`config.mk`:
```
export PLATFORM = sky130hd
export DESIGN_NAME = i2c_regbank_slave
export DESIGN_NICKNAME = d
export VERILOG_FILES = /design/src/rtl/regsl_pkg.sv /design/src/rtl/regsl_bus_sampler.sv /design/src/rtl/regsl_regfile.sv /design/src/rtl/regsl_engine.sv /design/src/rtl/i2c_regbank_slave.sv
export SDC_FILE = /design/constraint.sdc
export NUM_CORES = 1
export LEC_CHECK = 0
export BUFFER_PORTS_ARGS = -buffer_cell sky130_fd_sc_hd__buf_2
export CAP_MARGIN = 30
export CORE_MARGIN = 2
export CORE_UTILIZATION = 60
export CTS_CLUSTER_DIAMETER = 80
export DETAILED_ROUTE_END_ITERATION = 7
export PLACE_DENSITY = 0.85
export SLEW_MARGIN = 20
export SYNTH_ARGS = -nofsm -noshare
export SYNTH_HDL_FRONTEND = slang
export SYNTH_SLANG_ARGS = --single-unit
```
`constraint.sdc`:
```
create_clock -name clk -period 2.4 [get_ports clk]
set_input_delay 0.24 -clock clk [delete_from_list [all_inputs] [get_ports clk]]
set_output_delay 0.24 -clock clk [all_outputs]
set_load 0.03 [all_outputs]
```
`src/rtl/regsl_pkg.sv`:
```
package regsl_pkg;

    localparam int BYTE_W = 8;

    typedef enum logic [3:0] {
        ST_IDLE,
        ST_DEVADDR,
        ST_DEV_ACK,
        ST_SUB,
        ST_SUB_ACK,
        ST_WDATA,
        ST_WR_ACK,
        ST_RDATA,
        ST_RD_ACK
    } eng_state_t;

endpackage

```
`src/rtl/regsl_bus_sampler.sv`:
```
module regsl_bus_sampler #(
    parameter int SYNC_N = 2
) (
    input  logic clk,
    input  logic rst_n,
    input  logic scl_i,
    input  logic sda_i,
    output logic sda_s,
    output logic scl_rise,
    output logic scl_fall,
    output logic start_det,
    output logic stop_det
);

    localparam int PIPE_W = SYNC_N + 1;

    logic [PIPE_W-1:0] scl_pipe;
    logic [PIPE_W-1:0] sda_pipe;
    logic              scl_s;
    logic              scl_q;
    logic              sda_q;

    always_ff @(posedge clk or negedge rst_n) begin
        if (!rst_n) begin
            scl_pipe <= '1;
            sda_pipe <= '1;
        end else begin
            scl_pipe <= {scl_pipe[PIPE_W-2:0], scl_i};
            sda_pipe <= {sda_pipe[PIPE_W-2:0], sda_i};
        end
    end

    assign scl_s = scl_pipe[SYNC_N-1];
    assign scl_q = scl_pipe[SYNC_N];
    assign sda_s = sda_pipe[SYNC_N-1];
    assign sda_q = sda_pipe[SYNC_N];

    assign scl_rise  = scl_s & ~scl_q;
    assign scl_fall  = ~scl_s & scl_q;
    assign start_det = scl_s & scl_q & sda_q & ~sda_s;
    assign stop_det  = scl_s & scl_q & ~sda_q & sda_s;

endmodule

```
`src/rtl/regsl_regfile.sv`:
```
module regsl_regfile #(
    parameter int NUM_REGS = 8
) (
    input  logic                        clk,
    input  logic                        rst_n,
    input  logic                        wr_en,
    input  logic [$clog2(NUM_REGS)-1:0] wr_addr,
    input  logic [7:0]                  wr_data,
    input  logic [$clog2(NUM_REGS)-1:0] rd_idx,
    output logic [7:0]                  rd_data
);

    logic [NUM_REGS-1:0][7:0] regs;

    always_ff @(posedge clk or negedge rst_n) begin
        if (!rst_n) begin
            regs <= '0;
        end else if (wr_en) begin
            regs[wr_addr] <= wr_data;
        end
    end

    assign rd_data = regs[rd_idx];

    // contents change only through the write strobe
    p_hold_without_wr_r3: assert property (@(posedge clk) disable iff (!rst_n)
        !wr_en |=> $stable(regs));

endmodule

```
`src/rtl/regsl_engine.sv`:
```
module regsl_engine
    import regsl_pkg::*;
#(
    parameter logic [6:0] DEV_ADDR = 7'h2A,
    parameter int         NUM_REGS = 8
) (
    input  logic                        clk,
    input  logic                        rst_n,
    input  logic                        sda_s,
    input  logic                        scl_rise,
    input  logic                        scl_fall,
    input  logic                        start_det,
    input  logic                        stop_det,
    input  logic [7:0]                  rd_data,
    output logic [$clog2(NUM_REGS)-1:0] rd_idx,
    output logic                        wr_en,
    output logic [$clog2(NUM_REGS)-1:0] wr_addr,
    output logic [7:0]                  wr_data,
    output logic                        sda_oe
);

    localparam int IDX_W = $clog2(NUM_REGS);
    localparam int PTR_W = $clog2(NUM_REGS + 1);

    eng_state_t        state;
    eng_state_t        state_d;
    logic [3:0]        bit_cnt;
    logic [BYTE_W-1:0] shreg;
    logic [PTR_W-1:0]  ptr;
    logic              rw_bit;
    logic              host_ack;

    logic byte_done;
    logic addr_hit;
    logic sub_ok;
    logic ptr_ok;
    logic rx_state;

    assign byte_done = scl_fall && (bit_cnt == 4'd8);
    assign addr_hit  = (shreg[7:1] == DEV_ADDR);
    assign sub_ok    = (int'(shreg) < NUM_REGS);
    assign ptr_ok    = (ptr < PTR_W'(NUM_REGS));
    assign rx_state  = (state == ST_DEVADDR) || (state == ST_SUB) || (state == ST_WDATA);
    assign rd_idx    = ptr_ok ? ptr[IDX_W-1:0] : IDX_W'(NUM_REGS - 1);

    // next-state decision
    always_comb begin
        state_d = state;
        unique case (state)
            ST_IDLE:    state_d = ST_IDLE;
            ST_DEVADDR: if (byte_done) state_d = addr_hit ? ST_DEV_ACK : ST_IDLE;
            ST_DEV_ACK: if (scl_fall)  state_d = rw_bit ? ST_RDATA : ST_SUB;
            ST_SUB:     if (byte_done) state_d = sub_ok ? ST_SUB_ACK : ST_IDLE;
            ST_SUB_ACK: if (scl_fall)  state_d = ST_WDATA;
            ST_WDATA:   if (byte_done) state_d = ptr_ok ? ST_WR_ACK : ST_IDLE;
            ST_WR_ACK:  if (scl_fall)  state_d = ST_WDATA;
            ST_RDATA:   if (byte_done) state_d = ST_RD_ACK;
            ST_RD_ACK:  if (scl_fall)  state_d = host_ack ? ST_RDATA : ST_IDLE;
            default:    state_d = ST_IDLE;
        endcase
        if (start_det) begin
            state_d = ST_DEVADDR;
        end else if (stop_det) begin
            state_d = ST_IDLE;
        end
    end

    // state register
    always_ff @(posedge clk or negedge rst_n) begin
        if (!rst_n) begin
            state <= ST_IDLE;
        end else begin
            state <= state_d;
        end
    end

    // datapath: bit counter, shifter, pointer, write strobe
    always_ff @(posedge clk or negedge rst_n) begin
        if (!rst_n) begin
            bit_cnt  <= '0;
            shreg    <= '0;
            ptr      <= '0;
            rw_bit   <= 1'b0;
            host_ack <= 1'b0;
            wr_en    <= 1'b0;
            wr_addr  <= '0;
            wr_data  <= '0;
        end else begin
            wr_en <= 1'b0;
            if (start_det || stop_det) begin
                bit_cnt <= '0;
            end else if (scl_rise) begin
                bit_cnt <= bit_cnt + 4'd1;
                if (rx_state) begin
                    shreg <= {shreg[6:0], sda_s};
                end
                if (state == ST_RD_ACK) begin
                    host_ack <= ~sda_s;
                end
            end else if (scl_fall) begin
                unique case (state)
                    ST_DEVADDR: if (bit_cnt == 4'd8) begin
                        bit_cnt <= '0;
                        rw_bit  <= shreg[0];
                    end
                    ST_SUB: if (bit_cnt == 4'd8) begin
                        bit_cnt <= '0;
                        if (sub_ok) ptr <= PTR_W'(shreg);
                    end
                    ST_WDATA: if (bit_cnt == 4'd8) begin
                        bit_cnt <= '0;
                        if (ptr_ok) begin
                            wr_en   <= 1'b1;
                            wr_addr <= ptr[IDX_W-1:0];
                            wr_data <= shreg;
                            ptr     <= ptr + PTR_W'(1);
                        end
                    end
                    ST_DEV_ACK: begin
                        bit_cnt <= '0;
                        if (rw_bit) shreg <= rd_data;
                    end
                    ST_RDATA: begin
                        if (bit_cnt == 4'd8) begin
                            bit_cnt <= '0;
                            if (ptr_ok) ptr <= ptr + PTR_W'(1);
                        end else begin
                            shreg <= {shreg[6:0], 1'b0};
                        end
                    end
                    ST_RD_ACK: begin
                        bit_cnt <= '0;
                        if (host_ack) shreg <= rd_data;
                    end
                    default: bit_cnt <= '0;
                endcase
            end
        end
    end

    // open-drain output
    always_comb begin
        unique case (state)
            ST_DEV_ACK, ST_SUB_ACK, ST_WR_ACK: sda_oe = 1'b1;
            ST_RDATA:                          sda_oe = ~shreg[7];
            default:                           sda_oe = 1'b0;
        endcase
    end

    // SDA drive moves only after an SCL fall or a bus condition
    p_oe_on_fall_r9: assert property (@(posedge clk) disable iff (!rst_n)
        !$stable(sda_oe) |-> ($past(scl_fall) || $past(start_det) || $past(stop_det)));

    // a stored byte coincides with entering the write acknowledge
    p_wr_with_ack_r3: assert property (@(posedge clk) disable iff (!rst_n)
        wr_en |-> (state == ST_WR_ACK));

    // write strobe lasts one cycle
    p_wr_single_r10: assert property (@(posedge clk) disable iff (!rst_n)
        wr_en |=> !wr_en);

    // a Stop always leaves the block idle with SDA released
    p_stop_idle_r8: assert property (@(posedge clk) disable iff (!rst_n)
        stop_det |=> (state == ST_IDLE) && !sda_oe);

    // no register store while data is streaming out
    p_no_wr_in_read_r6: assert property (@(posedge clk) disable iff (!rst_n)
        (state == ST_RDATA) |-> !wr_en);

endmodule

```
`src/rtl/i2c_regbank_slave.sv`:
```
module i2c_regbank_slave #(
    parameter logic [6:0] DEV_ADDR = 7'h2A,
    parameter int         NUM_REGS = 8
) (
    input  logic                        clk,
    input  logic                        rst_n,
    input  logic                        scl_i,
    input  logic                        sda_i,
    output logic                        sda_oe,
    output logic                        wr_en,
    output logic [$clog2(NUM_REGS)-1:0] wr_addr,
    output logic [7:0]                  wr_data
);

    localparam int IDX_W = $clog2(NUM_REGS);

    logic             sda_s;
    logic             scl_rise;
    logic             scl_fall;
    logic             start_det;
    logic             stop_det;
    logic [IDX_W-1:0] rd_idx;
    logic [7:0]       rd_data;

    regsl_bus_sampler #(.SYNC_N(2)) u_sampler (
        .clk       (clk),
        .rst_n     (rst_n),
        .scl_i     (scl_i),
        .sda_i     (sda_i),
        .sda_s     (sda_s),
        .scl_rise  (scl_rise),
        .scl_fall  (scl_fall),
        .start_det (start_det),
        .stop_det  (stop_det)
    );

    regsl_engine #(.DEV_ADDR(DEV_ADDR), .NUM_REGS(NUM_REGS)) u_engine (
        .clk       (clk),
        .rst_n     (rst_n),
        .sda_s     (sda_s),
        .scl_rise  (scl_rise),
        .scl_fall  (scl_fall),
        .start_det (start_det),
        .stop_det  (stop_det),
        .rd_data   (rd_data),
        .rd_idx    (rd_idx),
        .wr_en     (wr_en),
        .wr_addr   (wr_addr),
        .wr_data   (wr_data),
        .sda_oe    (sda_oe)
    );

    regsl_regfile #(.NUM_REGS(NUM_REGS)) u_regfile (
        .clk     (clk),
        .rst_n   (rst_n),
        .wr_en   (wr_en),
        .wr_addr (wr_addr),
        .wr_data (wr_data),
        .rd_idx  (rd_idx),
        .rd_data (rd_data)
    );

endmodule

```
==> results of run 1 <==
[kinds of logic (layout without fill, tap and decap cells)]
group	count (synthesis)	in the layout	share of synthesized area (%)
DFF	104	104	51.9
muxes	105	105	25.1
AOI/OAI and AO/OA	78	78	10.3
and+or+nand+nor	82	82	9.24
adders and majority gates	3	3	0.747
xor gates and xnor gates	2	2	0.349
buffers and inverters	23	54	2.41
[flip-flops by register name, indices dropped and copies added, names as in the netlist]
register	count
u_engine.ptr	4
u_sampler.sda_pipe	3
u_engine.wr_addr	3
u_engine.bit_cnt	4
u_engine.wr_en	1
u_engine.rw_bit	1
u_engine.state	4
u_engine.shreg	8
u_sampler.scl_pipe	3
u_regfile.regs	64
u_engine.wr_data	8
u_engine.host_ack	1
[how the worst min path moves through the flow]
stage	start	endpoint	slack [ns]
after floorplan	rst_n	u_engine.bit_cnt[0]$_DFFE_PN0P_	-0.06
final	u_sampler.scl_pipe[0]$_DFF_PN1_	u_sampler.scl_pipe[1]$_DFF_PN1_	0.36
after detailed placement	rst_n	u_engine.bit_cnt[1]$_DFFE_PN0P_	0.27
after global routing	u_sampler.scl_pipe[0]$_DFF_PN1_	u_sampler.scl_pipe[1]$_DFF_PN1_	0.37
after CTS	u_sampler.scl_pipe[0]$_DFF_PN1_	u_sampler.scl_pipe[1]$_DFF_PN1_	0.36
after global placement	rst_n	u_engine.bit_cnt[0]$_DFFE_PN0P_	0.26
[where the power goes]
part / internal (mW) / leakage [nW] / total [mW] / switching, mW
Combinational: 0.0390 / 1.03 / 0.109 / 0.0701
Clock: 0.420 / 0.0946 / 1.06 / 0.636
Sequential: 1.77 / 1.43 / 1.80 / 0.0249
[repair_timing]
action,CTS,global route
hold buffers,3,0
endpoints found under the hold margin,35,0
setup buffers,0,0
[metrics by stage]
step | hold slack [ns] | area, µm²
finish | 0.361 | 5490
global route | 0.366 | 5490
CTS | 0.362 | 5490
detailed placement | 0.271 | 5260
global placement | 0.260 | 5260
floorplan | -0.0556 | 5030
[cells in the final DEF, fill, tap and decap left out, drive strengths merged, types with 2 or more instances in the layout]
cell | synthesis | layout
dfstp | 6 | 6
nor3 | 7 | 7
a22o | 10 | 10
nand3 | 4 | 4
nor2 | 10 | 10
nand4 | 3 | 3
clkinv | 1 | 5
dfrtp | 98 | 98
clkbuf | 8 | 10
o21ai | 26 | 26
a21oi | 19 | 19
nor2b | 4 | 4
mux2i | 10 | 10
nand4b | 3 | 3
mux4 | 8 | 8
buf | 12 | 32
a31oi | 4 | 4
nand3b | 3 | 3
mux2 | 87 | 87
o211ai | 8 | 8
dlygate4sd3 | 0 | 3
nor3b | 4 | 4
o31ai | 2 | 2
nand2b | 6 | 6
inv | 2 | 3
xnor2 | 2 | 2
or2 | 6 | 6
nand2 | 27 | 27
ha | 3 | 3
[critical path: stages (launching register included)]
cell                        delay [ns]
sky130_fd_sc_hd__dfrtp_1          0.57
sky130_fd_sc_hd__nand4bb_1        0.32
sky130_fd_sc_hd__o22a_1           0.27
sky130_fd_sc_hd__o31ai_4          0.56
sky130_fd_sc_hd__mux2_2           0.41
[per-layer routing]
metal	vias to the layer above	global-route usage, %	routed length [µm]
li1	1516	-	-
met4	0	12.0	375
met1	1765	36.5	4910
met3	22	4.27	452
met5	-	0	0
met2	113	42.4	5380
[area by class of cell]
class / count / area share (%)
multi-input combinational: 270 / 41.8
timing repair buffer: 35 / 4.47
clock inverter: 6 / 0.981
tap: 105 / 2.40
clock buffer: 10 / 2.51
inverter: 3 / 0.228
sequential: 104 / 47.6
==> metrics.log, run 1 <==
INFO  metric die_x = about 96 µm
INFO  metric placement.io_buffers = 16
INFO  metric setup_repair_after_global_routing_missed_its_margin = false
INFO  metric rows = 33
INFO  metric yosysWarnings = 0
INFO  metric htreeDepth = 3
INFO  metric synth_flop_cell = sky130_fd_sc_hd__dfrtp_1
INFO  metric worst-setup-path-type = reg -> reg
INFO  metric route.detailed.wl_per_inst = 20.8 µm
INFO  metric cp-end-kind = flop
INFO  metric clock_sink_count = 104
INFO  metric grt_pass1_vias = 3463
INFO  metric async_flop_share = 100%
INFO  metric grt_first_pass_wirelength = 18100 µm
INFO  metric die_area = 9130 µm²
INFO  metric worst-r2r-setup-slack = 0.16 ns
INFO  metric post_route_cells_drive_above_1_share = 37.4%
INFO  metric power_density = 540 nW/µm²
INFO  metric final-hold-violation-count = 0
INFO  metric multiInputGateArea = 2290 µm²
INFO  metric grt_start_max_net_pins = 57
INFO  metric nNetsFinal = 430
INFO  metric remaining_drc_errors = 0
INFO  metric synth.yosys.seq_area_share = 51.9%
INFO  metric max_slew.worst_pin.slew = 0.748 ns
INFO  metric fillerInstances = 608
INFO  metric routed_wirelength = 11100 µm
INFO  metric period_minus_slack = around 2.2 ns
INFO  metric mapped_area = 5030 µm²
INFO  metric synth_top_cell_area_share = between 40 and 50%
INFO  metric report.power.total = 2.96 mW
INFO  metric ys_top_cells_by_area = sky130_fd_sc_hd__dfrtp_1 49%, sky130_fd_sc_hd__mux2_2 19%, sky130_fd_sc_hd__mux4_2 3.6%, sky130_fd_sc_hd__dfstp_2 3.1%, sky130_fd_sc_hd__o21ai_0 2.6%
INFO  metric detail_route.first_pass.iterations = 7
INFO  metric clock_insertion_delay_worst_skew = 0.38 ns
INFO  metric die_height = 95.5 µm
INFO  metric finClkSkew = 0.0132 ns
INFO  metric synth_cell_types = 52
INFO  metric synth_largest_area_cell = sky130_fd_sc_hd__dfrtp_1
INFO  metric route.vias.total = 3416
INFO  metric syn_inst = 397
INFO  metric fmax = 446 MHz
INFO  metric cts-buffers-inserted = 9
INFO  metric worst_r2r_end = u_engine.shreg[0]$_DFFE_PN0P_
INFO  metric crit_end = u_engine.shreg[0]$_DFFE_PN0P_
INFO  metric drt-vias-per-instance = 6.41
INFO  metric fin_setup_tns = 0 ns
INFO  metric io_pins = 17
INFO  metric hp-class = reg -> reg
INFO  metric final_count_of_negative_setup_slack_endpoints = 0
INFO  metric synth-edff-count = 0
INFO  metric post_cts_resized = 0
INFO  metric core_region_area = 8180 µm²
INFO  metric drv_cap = 0
INFO  metric antenna_cells_inserted = 0
INFO  metric grt_use_total = 26.7%
INFO  metric maxSlewViolCount = 0
INFO  metric cp.arrival = 2.51 ns
INFO  metric synthesis.area_per_instance = 12.7 µm²
INFO  metric clkTransAtPathRegs = 0.10 ns
INFO  metric clock_tree_from_tritoncts = yes
INFO  metric detailedPlace.worstSlack = 0.188 ns
INFO  metric placed_cells_incl_taps = about 510
INFO  metric clk_root_buffer_cell = sky130_fd_sc_hd__clkbuf_8
INFO  metric max_slew_headroom = 49.8%
INFO  metric hpwl = 7340 µm
INFO  metric final.period_utilization = about 93%
INFO  metric initial_core_util = 61.5%
INFO  metric seqCellArea = ~2600 µm²
INFO  metric worst_r2r_path_depth = 4
INFO  metric synth_most_common_cell = sky130_fd_sc_hd__dfrtp_1
INFO  metric grt_remaining_overflow = 0
INFO  metric gp_congestion = 0.898
INFO  metric synth.net_count = between 400 and 500
INFO  metric cts-root-to-sink-buffers = 2
INFO  metric worstPathMaxFanout = 15
INFO  metric drt.antenna.violating_nets = 0
INFO  metric status = finished clean
INFO  metric start_kind = flop
INFO  metric layout_overhead_on_the_synthesized_area = 9.14%
INFO  metric final.setup.worst_slack = around 0.16 ns
INFO  metric synthTopCellsByCount = 98 x sky130_fd_sc_hd__dfrtp_1, 84 x sky130_fd_sc_hd__mux2_2, 27 x sky130_fd_sc_hd__nand2_1, 26 x sky130_fd_sc_hd__o21ai_0, 18 x sky130_fd_sc_hd__a21oi_1
INFO  metric critPathRequiredTime = 2.67 ns
INFO  metric utilization = 67.1%
INFO  metric leakagePower = roughly 2.5 nW
INFO  metric min_path_cells = 0
INFO  metric vdd.ir_drop.worst = roughly 0.35 mV
INFO  metric drtIter0Drc = 305
INFO  metric worstSetupStartpoint = u_engine.state[0]$_DFFE_PN0P_
INFO  metric final-instance-count-excl-fill = 533
INFO  metric timing.rr.start = u_engine.state[0]$_DFFE_PN0P_
INFO  metric number_of_antenna_violations_at_the_first_check_in_global_routing = 0
INFO  metric ys_seq_elements = 104
(Power assumes the default switching activity.)
==> run 2: changes to the inputs <==
Settings changed: CORE_UTILIZATION 60 to 56, PLACE_DENSITY 0.85 to 0.84.
Clock period 2.4 ns to 1.8 ns, I/O delays scaled along.
==> run 2 against run 1 <==
Compared with the run above: register-to-register slack got worse by 0.19 ns; first-iteration DRC count increased by 3.0%; utilization increased by 0.94 points; cell area increased by 8.2%; sequential power increased by 33%; largest power group unchanged; final cell count increased by 7.9%; the flow now finishes with violations (setup timing); maximum frequency increased by 23%.
==> metrics.log, run 2 (synthesis results as in run 1) <==
INFO  metric cts-buffers-inserted = 9 (unchanged)
INFO  metric remaining_drc_errors = 0 (unchanged)
INFO  metric grt_use_total = 25.0% (-1.8 points)
INFO  metric clk_root_buffer_cell = sky130_fd_sc_hd__clkbuf_8
INFO  metric number_of_antenna_violations_at_the_first_check_in_global_routing = 0 (unchanged)
INFO  metric start_kind = flop
INFO  metric htreeDepth = 3 (unchanged)
INFO  metric critical_path_s_slowest_cell = sky130_fd_sc_hd__dfrtp_2
INFO  metric worstPathMaxFanout = 8 (-7)
INFO  metric grt_start_max_net_pins = 63 (+11%)
INFO  metric final-instance-count-excl-fill = 575 (+7.9%)
INFO  metric finClkSkew = 0.00917 ns (-0.00399 ns)
INFO  metric setup_repair_after_global_routing_missed_its_margin = true
INFO  metric drt.antenna.violating_nets = 0 (unchanged)
INFO  metric fmax = 547 MHz (+23%)
INFO  metric drtIter0Drc = 314 (+3.0%)
INFO  metric drv_cap = 0 (unchanged)
INFO  metric rows = 34 (+3.0%)
INFO  metric clock_insertion_delay_worst_skew = 0.37 ns (about the same)
INFO  metric power_density = 673 nW/µm² (+25%)
INFO  metric fillerInstances = 610 (+0.33%)
INFO  metric globalRoute.busiestLayer = met2
INFO  metric worst-setup-path-type = reg -> reg
INFO  metric hpwl = 7570 µm (+3.2%)
INFO  metric drt-vias-per-instance = 6.12 (-4.5%)
INFO  metric placed_cells_incl_taps = 546 (+6.2%)
INFO  metric nNetsFinal = 469 (+9.1%)
INFO  metric core_region_area = 8720 µm² (+6.7%)
INFO  metric leakagePower = 2.77 nW (+8.5%)
INFO  metric hp-class = in -> async
INFO  metric cp.arrival = 2.09 ns (-0.42 ns)
INFO  metric slowest_delay = 0.49 ns (-0.08 ns)
INFO  metric globalRouteMet2Util = 41.7% (-0.77 points)
INFO  metric grt_remaining_overflow = 0 (unchanged)
INFO  metric critPathRequiredTime = 2.06 ns (-0.61 ns)
INFO  metric clock_sink_count = 104 (unchanged)
INFO  metric final-hold-violation-count = 0 (unchanged)
INFO  metric worst-path-buf-inv = 1 (+1)
INFO  metric vdd.ir_drop.worst = 0.585 mV (+65%)
INFO  metric most-common-layout-cells = 91 x sky130_fd_sc_hd__dfrtp_1, 81 x sky130_fd_sc_hd__mux2_2, 50 x sky130_fd_sc_hd__buf_4
INFO  metric grt_util_met3 = 4.75% (+0.48 points)
INFO  metric fin_setup_tns = -0.116 ns (-0.116 ns)
INFO  metric max_slew.worst_pin.slew = 0.353 ns (-0.395 ns)
INFO  metric routed_wirelength = 11700 µm (+5.4%)
INFO  metric placement.io_buffers = 16 (unchanged)
INFO  metric gp_congestion = 0.865 (-3.6%)
INFO  metric finalHoldWorstSlack = 0.217 ns (-0.144 ns)
INFO  metric grt_pass1_vias = 3655 (+5.5%)
INFO  metric cp-end-kind = flop
INFO  metric post_dp_cell_area = 5530 µm² (+5.1%)
INFO  metric reg_top3 = u_regfile.regs: 64 flops, u_engine.shreg: 8 flops, u_engine.wr_data: 8 flops
INFO  metric worst-r2r-setup-slack = -0.03 ns (-0.19 ns)
INFO  metric max_flop_register = u_regfile.regs
INFO  metric worst_r2r_path_depth = 5 (+1)
INFO  metric gr-usage-met1 = 33.4% (-3.1 points)
INFO  metric cts-root-to-sink-buffers = 2 (unchanged)
INFO  metric postLayoutCellArea = 5930 µm² (+8.2%)
INFO  metric grt_first_pass_wirelength = 19100 µm (+5.6%)
INFO  metric layout_overhead_on_the_synthesized_area = 18.0%
INFO  metric detail_route.first_pass.iterations = 4 (-3)
INFO  metric post_route_cells_drive_above_1_share = 46.9% (+9.5 points)
INFO  metric violations_in_the_final_reports = setup timing
INFO  metric cpLargestDelayFamily = flip-flops
INFO  metric final.setup.worst_slack = -0.0276 ns (-0.188 ns)
INFO  metric route.vias.total = 3518 (+3.0%)
INFO  metric worst_r2r_end = u_engine.shreg[5]$_DFFE_PN0P_
INFO  metric route.detailed.wl_per_inst = 20.4 µm (-2.3%)
INFO  metric period_minus_slack = 1.83 ns (-0.412 ns)
INFO  metric clkTransAtPathRegs = 0.11 ns (about the same)
INFO  metric io_pins = 17 (unchanged)
INFO  metric antenna_cells_inserted = 0 (unchanged)
INFO  metric clock_tree_from_tritoncts = yes
INFO  metric final.period_utilization = 102% (+8.2 points)
INFO  metric report.power.total = 3.99 mW (+35%)
INFO  metric timing.rr.start = u_engine.state[1]$_DFFE_PN0P_
INFO  metric maxSlewViolCount = 0 (unchanged)
INFO  metric max_slew_headroom = 76.1% (+26 points)
INFO  metric cell_by_cell_listing_of_the_critical_path = and4b_2 > nor2b_1 > o31ai_4 > buf_12 > mux2_2
INFO  metric die_area = 9750 µm² (+6.8%)
INFO  metric initial_core_util = 57.6% (-3.8 points)
INFO  metric status = finished with violations
INFO  metric die_x = 98.7 µm (+3.4%)
INFO  metric leading_cell_type_in_the_layout_fill_and_taps_excluded = sky130_fd_sc_hd__dfrtp_1
INFO  metric die_height = 98.7 µm (+3.4%)
INFO  metric largest_reg_flops = 64 (unchanged)
INFO  metric final_count_of_negative_setup_slack_endpoints = 6 (+6)
## run 2: how the worst max path moves through the flow
stage,startpoint,to,slack (ns),depth (start not counted)
after floorplan,u_engine.wr_addr[0]$_DFFE_PN0P_,u_regfile.regs[32]$_DFFE_PN0P_,-0.01,4
after global placement,u_engine.state[2]$_DFFE_PN0P_,u_engine.shreg[3]$_DFFE_PN0P_,-0.02,5
after detailed placement,u_engine.state[2]$_DFFE_PN0P_,u_engine.shreg[2]$_DFFE_PN0P_,-0.03,5
after CTS,u_engine.state[0]$_DFFE_PN0P_,u_engine.shreg[5]$_DFFE_PN0P_,-0.001,5
after global routing,u_engine.bit_cnt[0]$_DFFE_PN0P_,u_engine.wr_data[3]$_DFFE_PN0P_,-0.07,7
final,u_engine.state[1]$_DFFE_PN0P_,u_engine.shreg[5]$_DFFE_PN0P_,-0.03,5
## run 2: timing repair
| item | in CTS | in global routing |
|---|---|---|
| resized for setup | 8 | 24 |
| endpoints found under the hold margin | 18 | 0 |
| pin swaps | 1 | 3 |
| hold buffers | 3 | 0 |
| setup buffers | 1 | 8 |
| setup endpoints to repair | 11 | 33 |
| gates cloned | 0 | 1 |
## run 2: layout make-up
| cell class | count | area [µm²] | share of cell area (%) |
|---|---|---|---|
| multi-input combinational | 270 | 2370 | 40.0 |
| clock inverter | 6 | 61.3 | 1.03 |
| sequential | 104 | 2620 | 44.1 |
| clock buffer | 10 | 128 | 2.15 |
| inverter | 3 | 12.5 | 0.211 |
| timing repair buffer | 74 | 603 | 10.2 |
| tap | 108 | 135 | 2.28 |
## run 2: per-layer routing
metal  share of wire, %  wire length, µm  up-vias
met4                2.4              283        0
met2                 51             6030      100
met5                  0                0        -
li1                   -                -     1604
met3                4.2              488       17
met1                 42             4910     1797
## run 2: worst register-to-register path, delay by kind of cell (launching register included)
family	cells	cell delay [ns]
compound gates	1	0.29
buf+inv	1	0.18
flops	1	0.49
mux	1	0.33
simple gates	2	0.44
## run 2: report_power, final
| part | switching, mW | internal (mW) |
|---|---|---|
| registers | 0.0218 | 2.36 |
| logic | 0.110 | 0.0837 |
| clock network | 0.878 | 0.538 |
## run 2: per-stage QoR
step,worst slack (ns),utilization (%)
6_report,-0.0276,68.0
5_1_grt,-0.0709,68.0
4_1_cts,-0.00124,66.3
3_5_place_dp,-0.0327,63.4
3_3_place_gp,-0.0209,63.4
2_1_floorplan,-0.0125,-
==> run 3: changes to the inputs <==
Settings changed: RECOVER_POWER from default to 50.
==> run 3 against run 2 <==
Compared with the run above: the flow still finishes with violations (setup timing); power shrank 0.11%; clock skew rose by 0.0013 ns; cell area shrank 0.21%; combinational power about the same; sequential power about the same; maximum frequency fell by 0.20%; utilization shrank 0.14 points; via count rose by 1.3%; clock power barely moved; sequential cell count unchanged; first-iteration DRC count is 17% lower; wire length up 0.41%.
==> metrics.log, run 3 (synthesis results as in run 1) <==
INFO  metric status = finished with violations
INFO  metric violations_in_the_final_reports = setup timing
INFO  metric route.detailed.wl_per_inst = 20.5 µm (+0.41%)
INFO  metric clkTransAtPathRegs = 0.11 ns (about the same)
INFO  metric setup_repair_after_global_routing_missed_its_margin = true
INFO  metric nNetsFinal = 469 (unchanged)
INFO  metric rows = 34 (unchanged)
INFO  metric detailedPlace.worstSlack = -0.0327 ns (unchanged)
INFO  metric route.vias.total = 3562 (+1.3%)
INFO  metric max_flop_register = u_regfile.regs
INFO  metric gp_congestion = 0.865 (unchanged)
INFO  metric drtIter0Drc = 260 (-17%)
INFO  metric finClkSkew = 0.0105 ns (+0.00133 ns)
INFO  metric largest_reg_flops = 64 (unchanged)
INFO  metric die_x = 98.7 µm (unchanged)
INFO  metric worst-path-buf-inv = 1 (unchanged)
INFO  metric critPathRequiredTime = 2.06 ns (about the same)
INFO  metric post_dp_cell_area = 5530 µm² (unchanged)
INFO  metric min_path_cells = 0
INFO  metric final-hold-violation-count = 0 (unchanged)
INFO  metric post_route_cells_drive_above_1_share = 46.3% (-0.64 points)
INFO  metric leakagePower = 2.76 nW (-0.30%)
INFO  metric cts-root-to-sink-buffers = 2 (unchanged)
INFO  metric drt.antenna.violating_nets = 0 (unchanged)
INFO  metric drv_cap = 0 (unchanged)
INFO  metric max_slew.worst_pin.slew = 1.05 ns (+0.699 ns)
INFO  metric worst-setup-path-type = reg -> reg
INFO  metric io_pins = 17 (unchanged)
INFO  metric min_to = u_sampler.sda_pipe[1]$_DFF_PN1_
INFO  metric critical_path_s_slowest_cell = sky130_fd_sc_hd__dfrtp_2
INFO  metric power_density = 674 nW/µm² (+0.10%)
INFO  metric finalHoldWorstSlack = 0.368 ns (+0.151 ns)
INFO  metric remaining_drc_errors = 0 (unchanged)
INFO  metric cpLargestDelayFamily = flip-flops
INFO  metric clock_insertion_delay_worst_skew = 0.38 ns (about the same)
INFO  metric worstHoldStart = u_sampler.sda_pipe[0]$_DFF_PN1_
INFO  metric detail_route.first_pass.iterations = 4 (unchanged)
INFO  metric die_area = 9750 µm² (unchanged)
INFO  metric cp-end-kind = flop
INFO  metric core_region_area = 8720 µm² (unchanged)
INFO  metric clock_sink_count = 104 (unchanged)
INFO  metric placement.io_buffers = 16 (unchanged)
INFO  metric slowest_delay = 0.48 ns (about the same)
INFO  metric grt_use_total = 25.0% (unchanged)
INFO  metric fillerInstances = 612 (+0.33%)
INFO  metric final_count_of_negative_setup_slack_endpoints = 6 (unchanged)
INFO  metric postLayoutCellArea = 5920 µm² (-0.21%)
INFO  metric leading_cell_type_in_the_layout_fill_and_taps_excluded = sky130_fd_sc_hd__dfrtp_1
INFO  metric report.power.total = 3.99 mW (-0.11%)
INFO  metric initial_core_util = 57.6% (unchanged)
INFO  metric most-common-layout-cells = 91 x sky130_fd_sc_hd__dfrtp_1, 81 x sky130_fd_sc_hd__mux2_2, 48 x sky130_fd_sc_hd__buf_4
INFO  metric start_kind = flop
INFO  metric layout_overhead_on_the_synthesized_area = 17.8%
INFO  metric hp-class = reg -> reg
INFO  metric hpwl = 7570 µm (unchanged)
INFO  metric fin_setup_tns = -0.113 ns (+0.00392 ns)
INFO  metric htreeDepth = 3 (unchanged)
INFO  metric grt_start_max_net_pins = 63 (unchanged)
INFO  metric seqCellArea = 2620 µm² (unchanged)
INFO  metric max_slew_headroom = 29.9% (-46 points)
INFO  metric cp.arrival = 2.09 ns (about the same)
INFO  metric worst-r2r-setup-slack = -0.03 ns (about the same)
INFO  metric drt-vias-per-instance = 6.19 (+1.3%)
INFO  metric cts-buffers-inserted = 9 (unchanged)
INFO  metric reg_top3 = u_regfile.regs: 64 flops, u_engine.shreg: 8 flops, u_engine.wr_data: 8 flops
INFO  metric worstPathMaxFanout = 8 (unchanged)
INFO  metric die_height = 98.7 µm (unchanged)
INFO  metric final.setup.worst_slack = -0.0313 ns (-0.00372 ns)
INFO  metric vdd.ir_drop.worst = 0.582 mV (-0.54%)
INFO  metric grt_first_pass_wirelength = 19100 µm (unchanged)
INFO  metric worst_r2r_path_depth = 5 (unchanged)
INFO  metric grt_pass1_vias = 3655 (unchanged)
INFO  metric multiInputGateArea = 2370 µm² (unchanged)
INFO  metric cell_by_cell_listing_of_the_critical_path = and4b_2 > nor2b_1 > o31ai_4 > buf_12 > mux2_2
INFO  metric antenna_cells_inserted = 0 (unchanged)
INFO  metric number_of_antenna_violations_at_the_first_check_in_global_routing = 0 (unchanged)
INFO  metric grt_remaining_overflow = 0 (unchanged)
INFO  metric timing.rr.start = u_engine.state[1]$_DFFE_PN0P_
INFO  metric clock_tree_from_tritoncts = yes
INFO  metric period_minus_slack = 1.83 ns (+0.00372 ns)
INFO  metric clk_root_buffer_cell = sky130_fd_sc_hd__clkbuf_8
INFO  metric worst_r2r_end = u_engine.shreg[1]$_DFFE_PN0P_
INFO  metric final.period_utilization = 102% (+0.21 points)
INFO  metric routed_wirelength = 11800 µm (+0.41%)
INFO  metric maxSlewViolCount = 0 (unchanged)
INFO  metric fmax = 546 MHz (-0.20%)
## run 3: through the flow
| step | cells | util [%] |
|---|---|---|
| after global routing | 575 | 67.9 |
| after floorplan | 397 | - |
| after CTS | 566 | 66.3 |
| after global placement | 546 | 63.4 |
| final | 575 | 67.9 |
| after detailed placement | 546 | 63.4 |
## run 3: worst max-delay path by stage
stage                     slack [ns]                            start                               to  depth (start not counted)
after CTS                     -0.001    u_engine.state[0]$_DFFE_PN0P_    u_engine.shreg[5]$_DFFE_PN0P_                          5
final                          -0.03    u_engine.state[1]$_DFFE_PN0P_    u_engine.shreg[1]$_DFFE_PN0P_                          5
after global routing           -0.07  u_engine.bit_cnt[0]$_DFFE_PN0P_  u_engine.wr_data[3]$_DFFE_PN0P_                          7
after floorplan                -0.01  u_engine.wr_addr[0]$_DFFE_PN0P_   u_regfile.regs[32]$_DFFE_PN0P_                          4
after detailed placement       -0.03    u_engine.state[2]$_DFFE_PN0P_    u_engine.shreg[2]$_DFFE_PN0P_                          5
after global placement         -0.02    u_engine.state[2]$_DFFE_PN0P_    u_engine.shreg[3]$_DFFE_PN0P_                          5
## run 3: power by group
| part | total (mW) | switching, mW | internal (mW) |
|---|---|---|---|
| Sequential | 2.39 | 0.0230 | 2.36 |
| Combinational | 0.190 | 0.109 | 0.0802 |
| Clock | 1.42 | 0.877 | 0.538 |
| Total | 3.99 | 1.01 | 2.98 |
## run 3: repair_timing
item,CTS,global route
endpoints found under the setup margin,11,33
endpoints found under the hold margin,18,0
setup buffers,1,8
gates resized for setup,8,24
pin swaps,1,3
hold buffers,3,0
cloned,0,1
## run 3: metal layers
metal,share of wire [%],track usage (%)
met1,42,33.4
met2,51,41.7
met3,4.3,4.75
met4,2.6,8.11
met5,0,0
## run 3: layout make-up
class | count | area share (%)
inverters | 3 | 0.211
clock buffers | 10 | 2.16
multi-input cells | 270 | 40.1
repair buffers | 74 | 9.97
flip-flops and latches | 104 | 44.2
well taps | 108 | 2.28
clock inverters | 6 | 1.04
## run 3: worst register-to-register path: cells and delay by family, from the launching register on
kind	cells	cell delay (ns)
flops	1	0.48
simple gates	2	0.44
mux	1	0.34
compound gates	1	0.28
buf+inv	1	0.18
